[src/rtl/cmdblk_pkg.sv]
package cmdblk_pkg;
  typedef enum logic [3:0] {
    S_IDLE, S_RD, S_CAP, S_EMIT0, S_EMIT1, S_KICK, S_XFER, S_WB
  } state_e;

  typedef struct packed {
    logic [7:0] value;
    logic [4:0] addr;
    logic       skip;
    logic       last;
  } entry_t;

  localparam int unsigned FLG_VLD = 16;  // header byte 2 bits inside word 0
  localparam int unsigned FLG_DAT = 18;
  localparam int unsigned FLG_IEN = 19;
  localparam int unsigned LIST_W0 = 4;   // first list word, byte 16

  localparam logic [7:0] RESP_OK   = 8'h01;
  localparam logic [7:0] RESP_FAIL = 8'h80;
endpackage

[src/rtl/cmdblk_entry_dec.sv]
module cmdblk_entry_dec
  import cmdblk_pkg::*;
(
  input  logic [15:0] raw_i,
  output entry_t      ent_o
);
  always_comb begin
    ent_o.value = raw_i[7:0];
    ent_o.addr  = raw_i[12:8];
    ent_o.skip  = raw_i[13];
    ent_o.last  = raw_i[15];
  end
endmodule

[src/rtl/cmdblk_fsm.sv]
module cmdblk_fsm
  import cmdblk_pkg::*;
#(
  parameter int unsigned AW = 32,
  parameter int unsigned LW = 8
) (
  input  logic          clk_i,
  input  logic          rst_ni,
  input  logic          start_i,
  input  logic [AW-1:0] blk_addr_i,
  input  logic [31:0]   rd_data_i,
  input  logic          last0_i,
  input  logic          last1_i,
  input  logic          xfer_done_i,
  input  logic          xfer_err_i,
  output state_e        state_o,
  output logic          rd_req_o,
  output logic [AW-1:0] rd_addr_o,
  output logic [AW-1:0] base_o,
  output logic [31:0]   list_word_o,
  output logic [31:0]   next_ptr_o,
  output logic [31:0]   prd_ptr_o,
  output logic          hdr_valid_o,
  output logic          ien_o,
  output logic          err_o
);
  localparam int unsigned IW = LW + 2;

  state_e        state_q;
  logic [AW-1:0] base_q;
  logic [IW-1:0] widx_q;
  logic [LW-1:0] len_q;
  logic          vld_q, data_q, ien_q, err_q;
  logic [31:0]   lw_q, next_q, prd_q;
  logic [IW-1:0] lim;

  // last list word index: 3 + 2L
  assign lim = IW'(LIST_W0 - 1) + IW'({len_q, 1'b0});

  always_ff @(posedge clk_i or negedge rst_ni) begin
    if (!rst_ni) begin
      state_q <= S_IDLE;
      base_q  <= '0;
      widx_q  <= '0;
      len_q   <= '0;
      vld_q   <= 1'b0;
      data_q  <= 1'b0;
      ien_q   <= 1'b0;
      err_q   <= 1'b0;
      lw_q    <= '0;
      next_q  <= '0;
      prd_q   <= '0;
    end else begin
      unique case (state_q)
        S_IDLE: if (start_i) begin
          base_q  <= blk_addr_i;
          widx_q  <= '0;
          err_q   <= 1'b0;
          vld_q   <= 1'b0;
          state_q <= S_RD;
        end
        S_RD: state_q <= S_CAP;
        S_CAP: begin
          if (widx_q == IW'(0)) begin
            len_q  <= rd_data_i[31:24];
            vld_q  <= rd_data_i[FLG_VLD];
            data_q <= rd_data_i[FLG_DAT];
            ien_q  <= rd_data_i[FLG_IEN];
            if (!rd_data_i[FLG_VLD]) begin
              err_q   <= 1'b1;
              state_q <= S_WB;
            end else begin
              widx_q  <= IW'(1);
              state_q <= S_RD;
            end
          end else if (widx_q == IW'(1)) begin
            next_q  <= rd_data_i;
            widx_q  <= IW'(2);
            state_q <= S_RD;
          end else if (widx_q == IW'(2)) begin
            prd_q  <= rd_data_i;
            widx_q <= IW'(LIST_W0);
            if (len_q == '0) begin
              err_q   <= 1'b1;
              state_q <= S_WB;
            end else begin
              state_q <= S_RD;
            end
          end else begin
            lw_q    <= rd_data_i;
            state_q <= S_EMIT0;
          end
        end
        S_EMIT0: begin
          if (last0_i) state_q <= data_q ? S_KICK : S_WB;
          else         state_q <= S_EMIT1;
        end
        S_EMIT1: begin
          if (last1_i) begin
            state_q <= data_q ? S_KICK : S_WB;
          end else if (widx_q == lim) begin
            err_q   <= 1'b1;
            state_q <= S_WB;
          end else begin
            widx_q  <= widx_q + IW'(1);
            state_q <= S_RD;
          end
        end
        S_KICK: state_q <= S_XFER;
        S_XFER: if (xfer_done_i) begin
          err_q   <= xfer_err_i;
          state_q <= S_WB;
        end
        S_WB:    state_q <= S_IDLE;
        default: state_q <= S_IDLE;
      endcase
    end
  end

  assign state_o     = state_q;
  assign rd_req_o    = (state_q == S_RD);
  assign rd_addr_o   = base_q + AW'({widx_q, 2'b00});
  assign base_o      = base_q;
  assign list_word_o = lw_q;
  assign next_ptr_o  = next_q;
  assign prd_ptr_o   = prd_q;
  assign hdr_valid_o = vld_q;
  assign ien_o       = ien_q;
  assign err_o       = err_q;

  AST_WORD_LIMIT: assert property (@(posedge clk_i) disable iff (!rst_ni)
    (state_q == S_CAP && widx_q >= IW'(LIST_W0)) |-> (widx_q <= lim));
  AST_KICK_DATA: assert property (@(posedge clk_i) disable iff (!rst_ni)
    (state_q == S_KICK) |-> data_q);
  AST_PRD_STABLE: assert property (@(posedge clk_i) disable iff (!rst_ni)
    (state_q == S_XFER) |=> $stable(prd_q));
endmodule

[src/rtl/cmdblk_seq.sv]
module cmdblk_seq
  import cmdblk_pkg::*;
#(
  parameter int unsigned AW = 32,
  parameter int unsigned LW = 8
) (
  input  logic          clk_i,
  input  logic          rst_ni,
  input  logic          start_i,
  input  logic [AW-1:0] blk_addr_i,
  output logic          busy_o,
  output logic          rd_req_o,
  output logic [AW-1:0] rd_addr_o,
  input  logic [31:0]   rd_data_i,
  output logic          wb_valid_o,
  output logic [AW-1:0] wb_addr_o,
  output logic [7:0]    wb_data_o,
  output logic          reg_wr_valid_o,
  output logic [4:0]    reg_addr_o,
  output logic [7:0]    reg_data_o,
  output logic [31:0]   next_ptr_o,
  output logic [31:0]   prd_ptr_o,
  output logic          prd_start_o,
  input  logic          xfer_done_i,
  input  logic          xfer_err_i,
  output logic          done_o,
  output logic          irq_o
);
  state_e        state;
  logic [31:0]   lw;
  logic [AW-1:0] base;
  logic          hdr_valid, ien, err;
  entry_t        ent [2];
  entry_t        cur;

  for (genvar g = 0; g < 2; g++) begin : g_dec
    cmdblk_entry_dec u_dec (
      .raw_i (lw[16*g +: 16]),
      .ent_o (ent[g])
    );
  end

  cmdblk_fsm #(.AW(AW), .LW(LW)) u_fsm (
    .clk_i       (clk_i),
    .rst_ni      (rst_ni),
    .start_i     (start_i),
    .blk_addr_i  (blk_addr_i),
    .rd_data_i   (rd_data_i),
    .last0_i     (ent[0].last),
    .last1_i     (ent[1].last),
    .xfer_done_i (xfer_done_i),
    .xfer_err_i  (xfer_err_i),
    .state_o     (state),
    .rd_req_o    (rd_req_o),
    .rd_addr_o   (rd_addr_o),
    .base_o      (base),
    .list_word_o (lw),
    .next_ptr_o  (next_ptr_o),
    .prd_ptr_o   (prd_ptr_o),
    .hdr_valid_o (hdr_valid),
    .ien_o       (ien),
    .err_o       (err)
  );

  assign cur            = (state == S_EMIT1) ? ent[1] : ent[0];
  assign reg_wr_valid_o = ((state == S_EMIT0) || (state == S_EMIT1)) && !cur.skip;
  assign reg_addr_o     = cur.addr;
  assign reg_data_o     = cur.value;
  assign busy_o         = (state != S_IDLE);
  assign prd_start_o    = (state == S_KICK);
  assign wb_valid_o     = (state == S_WB);
  assign wb_addr_o      = base;
  assign wb_data_o      = err ? RESP_FAIL : RESP_OK;
  assign done_o         = (state == S_WB);
  assign irq_o          = (state == S_WB) && ien;

  AST_ONE_PORT: assert property (@(posedge clk_i) disable iff (!rst_ni)
    $onehot0({reg_wr_valid_o, rd_req_o, wb_valid_o}));
  AST_WR_NEEDS_VALID: assert property (@(posedge clk_i) disable iff (!rst_ni)
    reg_wr_valid_o |-> hdr_valid);
  AST_IDLE_AFTER_DONE: assert property (@(posedge clk_i) disable iff (!rst_ni)
    done_o |=> (!busy_o && !reg_wr_valid_o));
  AST_BUSY_FROM_START: assert property (@(posedge clk_i) disable iff (!rst_ni)
    $rose(busy_o) |-> $past(start_i));
endmodule

[config.mk]
export PLATFORM = sky130hd
export DESIGN_NAME = cmdblk_seq
export DESIGN_NICKNAME = d
export VERILOG_FILES = /design/src/rtl/cmdblk_pkg.sv /design/src/rtl/cmdblk_entry_dec.sv /design/src/rtl/cmdblk_fsm.sv /design/src/rtl/cmdblk_seq.sv
export SDC_FILE = /design/constraint.sdc
export NUM_CORES = 1
export LEC_CHECK = 0
export BUFFER_PORTS_ARGS = -buffer_cell sky130_fd_sc_hd__buf_2
export CAP_MARGIN = 10
export CORE_MARGIN = 1.5
export CORE_UTILIZATION = 47
export DETAILED_ROUTE_END_ITERATION = 8
export PLACE_DENSITY = 0.74
export SYNTH_ARGS = -nofsm -noshare
export SYNTH_HDL_FRONTEND = slang
export SYNTH_SLANG_ARGS = --single-unit
[constraint.sdc]
create_clock -name clk_i -period 2.5 [get_ports clk_i]
set_input_delay 0.375 -clock clk_i [delete_from_list [all_inputs] [get_ports clk_i]]
set_output_delay 0.375 -clock clk_i [all_outputs]
set_load 0.01 [all_outputs]
==> flow_summary_export.csv, run 1 <==
group,metric,value,unit
outcome,status,"complete, but fails checks",
outcome,violations,"negative setup slack",
timing,setup_slack,-0.5273,ns
timing,period_minus_slack,3.027,ns
place,hpwl,13.42,mm
timing,setup_tns,-8.555,ns
die,ioPinCount,225,
critical_path,crit_chain,"ha_2, inv_2, fa_2, nor2b_4, o2111ai_4, nand3_2, a31o_4, a21oi_4, buf_12, nor3b_4, xor2_1, buf_2",
routing,drc,0,
final_layout,syn2layout_area_growth,36.37,%
die,initial_core_util,48.66,%
critical_path,r2r_cells,8,
clock_network,cts_root_buffer,"clkbuf_16",
critical_path,timing.critical_path.arrival,2.65,ns
timing,slew_headroom,61.23,%
worst_hold_path,min_from,"blk_addr_i[1]",
logic_synthesis,synth.distinct_cells,56,
critical_path,setup.worst_path.start_class,"flop",
logic_synthesis,syn_area,0.007480,mm^2
global_routing,first_global_vias,5779,
die,dieHeight,129.2,um
critical_path,rrSetupSlack,0.01,ns
timing,skew,0.004988,ns
timing,slew_viol_final,0,
clock_network,h-tree-depth,4,
flow_run,max-cap-violations,0,
power,cellLeakagePower,4.794,nW
critical_path,critPathMaxStageDelay,0.38,ns
clock_network,insertion_delay,0.43,ns
place,port_buffers,218,
critical_path,path_max_fanout,10,
critical_path,cp.required,2.12,ns
clock_network,clkSinkCount,150,
final_layout,n_antenna_cell,0,
timing,fmax,330.3,MHz
global_routing,grt_pass1_wl,29.41,mm
clock_network,cts_buffers,17,
final_layout,utilization,66.36,%
routing,drt.antenna.violating_nets,0,
logic_synthesis,synthFlopType,"dfrtp_1",
place,place.detailed.instances,1095,
logic_synthesis,synth_edf_count,0,
routing,vias_per_cell,5.256,
die,fp.dieArea,0.01668,mm^2
global_routing,grt_max_degree,52,
global_routing,grt_overflow,0,
critical_path,crit_type,"reg -> out",
timing,hold_viol,0,
routing,drt_first_iter_violations,217,
clock_network,cts_tree,"done",
critical_path,cp_slowest_cell,"fa_2",
die,rows,45,
critical_path,cp-end-kind,"output pin",
power,vdd_drop_max,0.0009175,V
logic_synthesis,netlist_instances,646,
timing,period_share,121.1,%
final_layout,drive_above_1_share,53.76,%
logic_synthesis,synth_area_per_cell,11.58,um^2
logic_synthesis,yosys_warnings,0,
timing,rsz0062_at_grt,"true",
place,gp_congestion,0.8840,
logic_synthesis,synth-seq-cells,150,
routing,vias,6008,
routing,dr.pass1.iters,4,
final_layout,finalNonFillerCells,1143,
global_routing,track_usage,22.81,%
final_layout,nets,1005,
worst_hold_path,worstHoldEndpoint,"u_fsm.base_o[1]$_DFFE_PN0P_",
logic_synthesis,async_flop_share,100.0,%
worst_hold_path,hold_depth,2,
critical_path,reg2reg_from,"u_fsm.widx_q[7]$_DFFE_PN0P_",
critical_path,r2r_end,"u_fsm.widx_q[7]$_DFFE_PN0P_",
die,fp.coreArea,0.01537,mm^2
die,die_width,129.2,um
clock_network,clk_pin_slew,0.06,ns
logic_synthesis,synth_seq_area_share,50.18,%
timing,setup_violations,23,
clock_network,cts_buffer_depth,2,
worst_hold_path,hold_path_class,"in -> reg",
power,power.density,1336,mW/mm^2
global_routing,antenna_found_initial,0,
timing,tightest_slew,0.5771,ns
routing,wl_per_cell,16.78,um
routing,wirelength,19.18,mm
cell usage in the layout (no fill, tap or decap), drive strengths merged, types with 3 or more instances in the layout:
cell type  count
conb           6
o211ai         5
buf          286
nand2         77
clkbuf        20
nor4           5
a21o           3
nand3         11
and4           4
a211oi         5
mux2         132
and2           6
nor3           8
nand2b         3
dfrtp        150
inv           24
nor3b          4
o21ai         22
nand4         10
nor2          23
and3           9
o21a           4
a31oi          3
xor2          12
a32oi          3
nand4b         4
nor2b          8
ha            16
o311ai         9
a21oi          8
xnor2         26
kinds of logic (layout without fill, tap and decap cells):
logic type,Yosys count,after routing,share of synthesized area (%)
other,1,6,0.05014
flip-flops,150,150,50.18
XOR/XNOR,38,38,4.450
multiplexers,133,133,20.01
AO/OA/AOI/OAI,72,73,6.742
AND/OR/NAND/NOR,179,179,12.09
adder cells (fa/ha/maj),17,17,2.944
buffers and inverters,56,336,3.530
metal layers:
| metal | part of all wire (%) | global-route usage, % | vias to the layer above |
|---|---|---|---|
| met5 | 0 | 0 | - |
| met4 | 1.4 | 8.063 | 0 |
| met1 | 42 | 27.85 | 2954 |
| met3 | 7.4 | 7.845 | 18 |
| li1 | - | - | 2834 |
| met2 | 49 | 37.73 | 202 |
timing repair:
item,CTS,global route
cloned,0,2
endpoints found under the setup margin,27,64
buffers inserted,9,8
pin swaps,4,22
gates resized for setup,11,50
hold buffers,1,0
endpoints found under the hold margin,36,0
worst max path at each step:
| stage | startpoint | to |
|---|---|---|
| finish | u_fsm.widx_q[0]$_DFFE_PN0P_ | rd_addr_o[20] |
| global route | u_fsm.widx_q[0]$_DFFE_PN0P_ | rd_addr_o[20] |
| CTS | u_fsm.widx_q[0]$_DFFE_PN0P_ | rd_addr_o[20] |
| detailed placement | u_fsm.base_o[2]$_DFFE_PN0P_ | rd_addr_o[20] |
| global placement | u_fsm.base_o[2]$_DFFE_PN0P_ | rd_addr_o[28] |
| floorplan | u_fsm.base_o[2]$_DFFE_PN0P_ | rd_addr_o[20] |
state kept, by name, summed over array words and instances (netlist names):
register and cells:
u_fsm.base_o 32, u_fsm.list_word_o 30, u_fsm.next_ptr_o 32, u_fsm.widx_q 10, u_fsm.ien_o 1, u_fsm.len_q 8
u_fsm.data_q 1, u_fsm.state_o 3, u_fsm.err_o 1, u_fsm.prd_ptr_o 32
critical path, delay by kind of cell (launching register included):
kind / cells / cell delay (ns)
buf+inv: 3 / 0.33
fa+ha+maj: 2 / 0.57
xor+xnor: 1 / 0.17
simple gates: 3 / 0.43
compound gates: 3 / 0.35
flops: 1 / 0.36
Yosys cell counts (all sizes together), types with 2 or more instances:
cell | instances | share of area [%]
dfrtp | 150 | 50
mux2 | 132 | 20
nand2 | 77 | 3.9
clkbuf | 27 | 1.4
xnor2 | 26 | 3.0
nor2 | 23 | 1.2
o21ai | 22 | 1.6
ha | 16 | 2.7
inv | 16 | 0.80
buf | 13 | 1.4
xor2 | 12 | 1.4
nand3 | 11 | 0.74
nand4 | 10 | 0.84
and3 | 9 | 0.75
o311ai | 9 | 1.1
a21oi | 8 | 0.54
nor2b | 8 | 0.67
nor3 | 8 | 0.54
and2 | 6 | 0.50
a211oi | 5 | 0.67
nor4 | 5 | 0.67
o211ai | 5 | 0.50
and4 | 4 | 0.47
nand4b | 4 | 0.47
nor3b | 4 | 0.40
o21a | 4 | 0.40
a21o | 3 | 0.30
a31oi | 3 | 0.25
a32oi | 3 | 0.35
nand2b | 3 | 0.25
o31ai | 2 | 0.20
or3 | 2 | 0.17
or4b | 2 | 0.27
through the flow:
step                      hold slack [ns]  worst slack, ns  total power, mW  area [um^2]
after detailed placement           0.3200          -0.1627            10.64         9151
after floorplan                   0.07941         -0.01254            8.101         7513
after global placement             0.3170         -0.09799            10.47         9151
final                              0.1765          -0.5273            13.62        10200
after CTS                          0.1545          -0.5579            13.43         9894
after global routing               0.1628          -0.6525            14.56        10200
area by class of cell:
class | count | area (um^2)
clock inverters | 13 | 161.4
flip-flops and latches | 150 | 3755
repair buffers | 288 | 1720
well taps | 211 | 264.0
inverters | 16 | 60.06
multi-input cells | 446 | 3796
clock buffers | 19 | 442.9
fillers | 1198 | 5171
report_power, final:
group / internal (mW) / switching, mW
Combinational: 3.28 / 3.22
Clock: 1.53 / 1.10
Sequential: 3.64 / 0.857
Total: 8.45 / 5.17
No activity file was read; power rests on OpenSTA's default activity.
==> inputs of run 2 (changes only) <==
Settings changed: CORE_ASPECT_RATIO set to 1.25, CORE_MARGIN 1.5 to not set.
==> run 2 against run 1 <==
Against the previous run:
- the flow still finishes with violations (negative setup slack)
- sequential cell count unchanged
- cell area decreased by 0.65%
- final cell count decreased by 0.44%
- via count increased by 0.27%
- routed wire length about the same
- setup slack got worse by 0.039 ns
- count of clock-buffer cells in the layout unchanged
- sequential share of layout area increased by 0.23 points
- critical path type unchanged
- hold slack got worse by 0.010 ns
- power decreased by 0.31%
- highest routed layer unchanged
- clock skew increased by 0.0086 ns
- clock power decreased by 7%
==> flow_summary_export.csv, run 2 (same netlist as run 1, synthesis figures left out) <==
group,metric,value,unit
outcome,status,"complete, but fails checks",
outcome,violations,"negative setup slack",
clock_network,insertion_delay,0.43,ns
final_layout,layout_commonest_cell,"buf_2",
final_layout,drive_above_1_share,54.00,%
die,fp.dieArea,0.01643,mm^2
critical_path,critPathMaxStageDelay,0.38,ns
global_routing,first_global_vias,5940,
worst_hold_path,hold_depth,3,
timing,period_share,122.7,%
worst_hold_path,worstHoldEndpoint,"u_fsm.base_o[3]$_DFFE_PN0P_",
final_layout,n_antenna_cell,0,
die,fp.coreArea,0.01557,mm^2
timing,rsz0062_at_grt,"true",
critical_path,timing.critical_path.arrival,2.69,ns
power,power.total,13.58,mW
flow_run,max-cap-violations,0,
global_routing,grt_pass1_wl,29.45,mm
power,cellLeakagePower,4.716,nW
timing,tightest_slew,0.6093,ns
routing,vias_per_cell,5.293,
timing,skew,0.01362,ns
critical_path,cp_slowest_cell,"dfrtp_1",
timing,slew_headroom,59.38,%
critical_path,reg2reg_from,"u_fsm.len_q[0]$_DFFE_PN0P_",
timing,fmax,326.1,MHz
clock_network,cts_tree,"done",
power,power.density,1340,mW/mm^2
timing,period_minus_slack,3.066,ns
clock_network,cts_buffers,17,
worst_hold_path,min_from,"blk_addr_i[3]",
critical_path,r2r_end,"u_fsm.widx_q[6]$_DFFE_PN0P_",
routing,drc,0,
clock_network,h-tree-depth,4,
clock_network,clk_pin_slew,0.06,ns
final_layout,syn2layout_area_growth,35.48,%
routing,drt.antenna.violating_nets,0,
routing,wl_per_cell,16.84,um
routing,highest_layer,"met4",
global_routing,grt_max_degree,67,
global_routing,track_usage,23.46,%
worst_hold_path,hold_path_class,"in -> reg",
critical_path,path_max_fanout,10,
critical_path,crit_type,"reg -> out",
timing,hold_viol,0,
global_routing,antenna_found_initial,0,
final_layout,finalNonFillerCells,1138,
power,vdd_drop_max,0.0007653,V
critical_path,rrSetupSlack,0.01,ns
place,gp_congestion,0.8546,
die,initial_core_util,48.04,%
clock_network,cts_root_buffer,"clkbuf_16",
routing,drt_first_iter_violations,257,
critical_path,crit_chain,"ha_2, inv_2, fa_2, nor2b_4, o2111ai_2, nand3_1, a31o_2, a21oi_4, buf_4, xnor2_1, buf_2",
routing,dr.pass1.iters,4,
global_routing,grt_overflow,0,
place,hpwl,13.31,mm
routing,routedLengthMet1,7.544,mm
critical_path,timing.critical_path.buf_inv,3,
timing,setup_slack,-0.5663,ns
critical_path,r2r_cells,9,
final_layout,layout_common_cells,"217 x buf_2, 150 x dfrtp_1, 132 x mux2_2",
routing,wirelength,19.17,mm
die,dieHeight,143.0,um
die,rows,51,
place,port_buffers,218,
final_layout,nets,999,
routing,wl_met3,1.251,mm
critical_path,crit_family,"compound AO/OA/AOI/OAI gates",
die,ioPinCount,225,
die,die_width,114.8,um
critical_path,setup.worst_path.start_class,"flop",
critical_path,cp.required,2.12,ns
timing,setup_violations,25,
clock_network,clkSinkCount,150,
clock_network,cts_buffer_depth,2,
critical_path,cp-end-kind,"output pin",
routing,wl_met2,10.08,mm
timing,slew_viol_final,0,
routing,vias,6024,
place,place.detailed.instances,1090,
## run 2: cell count changes in the layout (fill, tap and decap cells not counted), moves of 2 or more
| cell | change |
|---|---|
| o21ai_0 | -2 |
| ha_1 | -2 |
| ha_4 | +3 |
| clkinv_2 | +3 |
| clkinvlp_4 | +2 |
| o21ai_2 | +2 |
| xnor2_1 | +3 |
| inv_8 | -3 |
| o311ai_1 | +2 |
| xnor2_2 | -2 |
| buf_4 | -6 |
## run 2: cell type report
type | count | area (um^2)
Multi-Input combinational cell | 446 | 3826
Tap cell | 212 | 265.3
Timing Repair Buffer | 282 | 1662
Clock inverter | 13 | 118.9
Fill cell | 1252 | 5436
Inverter | 16 | 65.06
Sequential cell | 150 | 3754
Clock buffer | 19 | 442.9
## run 2: routing by layer
layer  track usage [%]  vias to the layer above
li1                  -                     2813
met1             25.80                     2971
met2             42.52                      218
met3             7.003                       22
met4             8.407                        0
met5                 0                        -
## run 2: worst max-delay path by stage
stage | start | to | slack, ns | cells after the start
6_report | u_fsm.widx_q[0]$_DFFE_PN0P_ | rd_addr_o[12] | -0.57 | 11
3_5_place_dp | u_fsm.base_o[2]$_DFFE_PN0P_ | rd_addr_o[20] | -0.20 | 12
5_1_grt | u_fsm.widx_q[0]$_DFFE_PN0P_ | rd_addr_o[28] | -0.69 | 11
4_1_cts | u_fsm.base_o[2]$_DFFE_PN0P_ | rd_addr_o[20] | -0.53 | 12
2_1_floorplan | u_fsm.base_o[2]$_DFFE_PN0P_ | rd_addr_o[20] | -0.01 | 10
3_3_place_gp | u_fsm.base_o[2]$_DFFE_PN0P_ | rd_addr_o[20] | -0.14 | 12
## run 2: report_power, final
group | internal, mW | switching (mW) | total (mW)
sequential | 3.64 | 0.906 | 4.55
combinational | 3.32 | 3.26 | 6.59
clock | 1.40 | 1.04 | 2.45
total | 8.37 | 5.21 | 13.6
## run 2: through the flow
stage | setup slack [ns] | hold slack (ns) | cell area (um^2) | utilization [%] | TNS, ns
final | -0.5663 | 0.1664 | 10130 | 65.08 | -8.936
after global routing | -0.6911 | 0.1701 | 10130 | 65.08 | -12.56
after CTS | -0.5257 | 0.1576 | 9907 | 63.63 | -8.157
after detailed placement | -0.1986 | 0.4063 | 9133 | 58.65 | -1.499
after global placement | -0.1371 | 0.4035 | 9133 | 58.65 | -0.6090
after floorplan | -0.01254 | 0.07941 | 7513 | - | -0.01254
## run 2: worst reg2reg max path: cells and delay by family (launching register included)
family	cells	cell delay, ns
compound gates	3	0.81
simple gates	3	0.69
flops	1	0.40
buf+inv	2	0.29
fa+ha+maj	1	0.14
## run 2: repair_timing
action                                  in CTS  in global routing
hold buffers                                 1                  0
endpoints found under the setup margin      28                 66
buffers inserted                             9                  5
endpoints found under the hold margin       64                  0
gates resized for setup                     26                 47
cloned                                       1                  1
pin swaps                                   15                 33
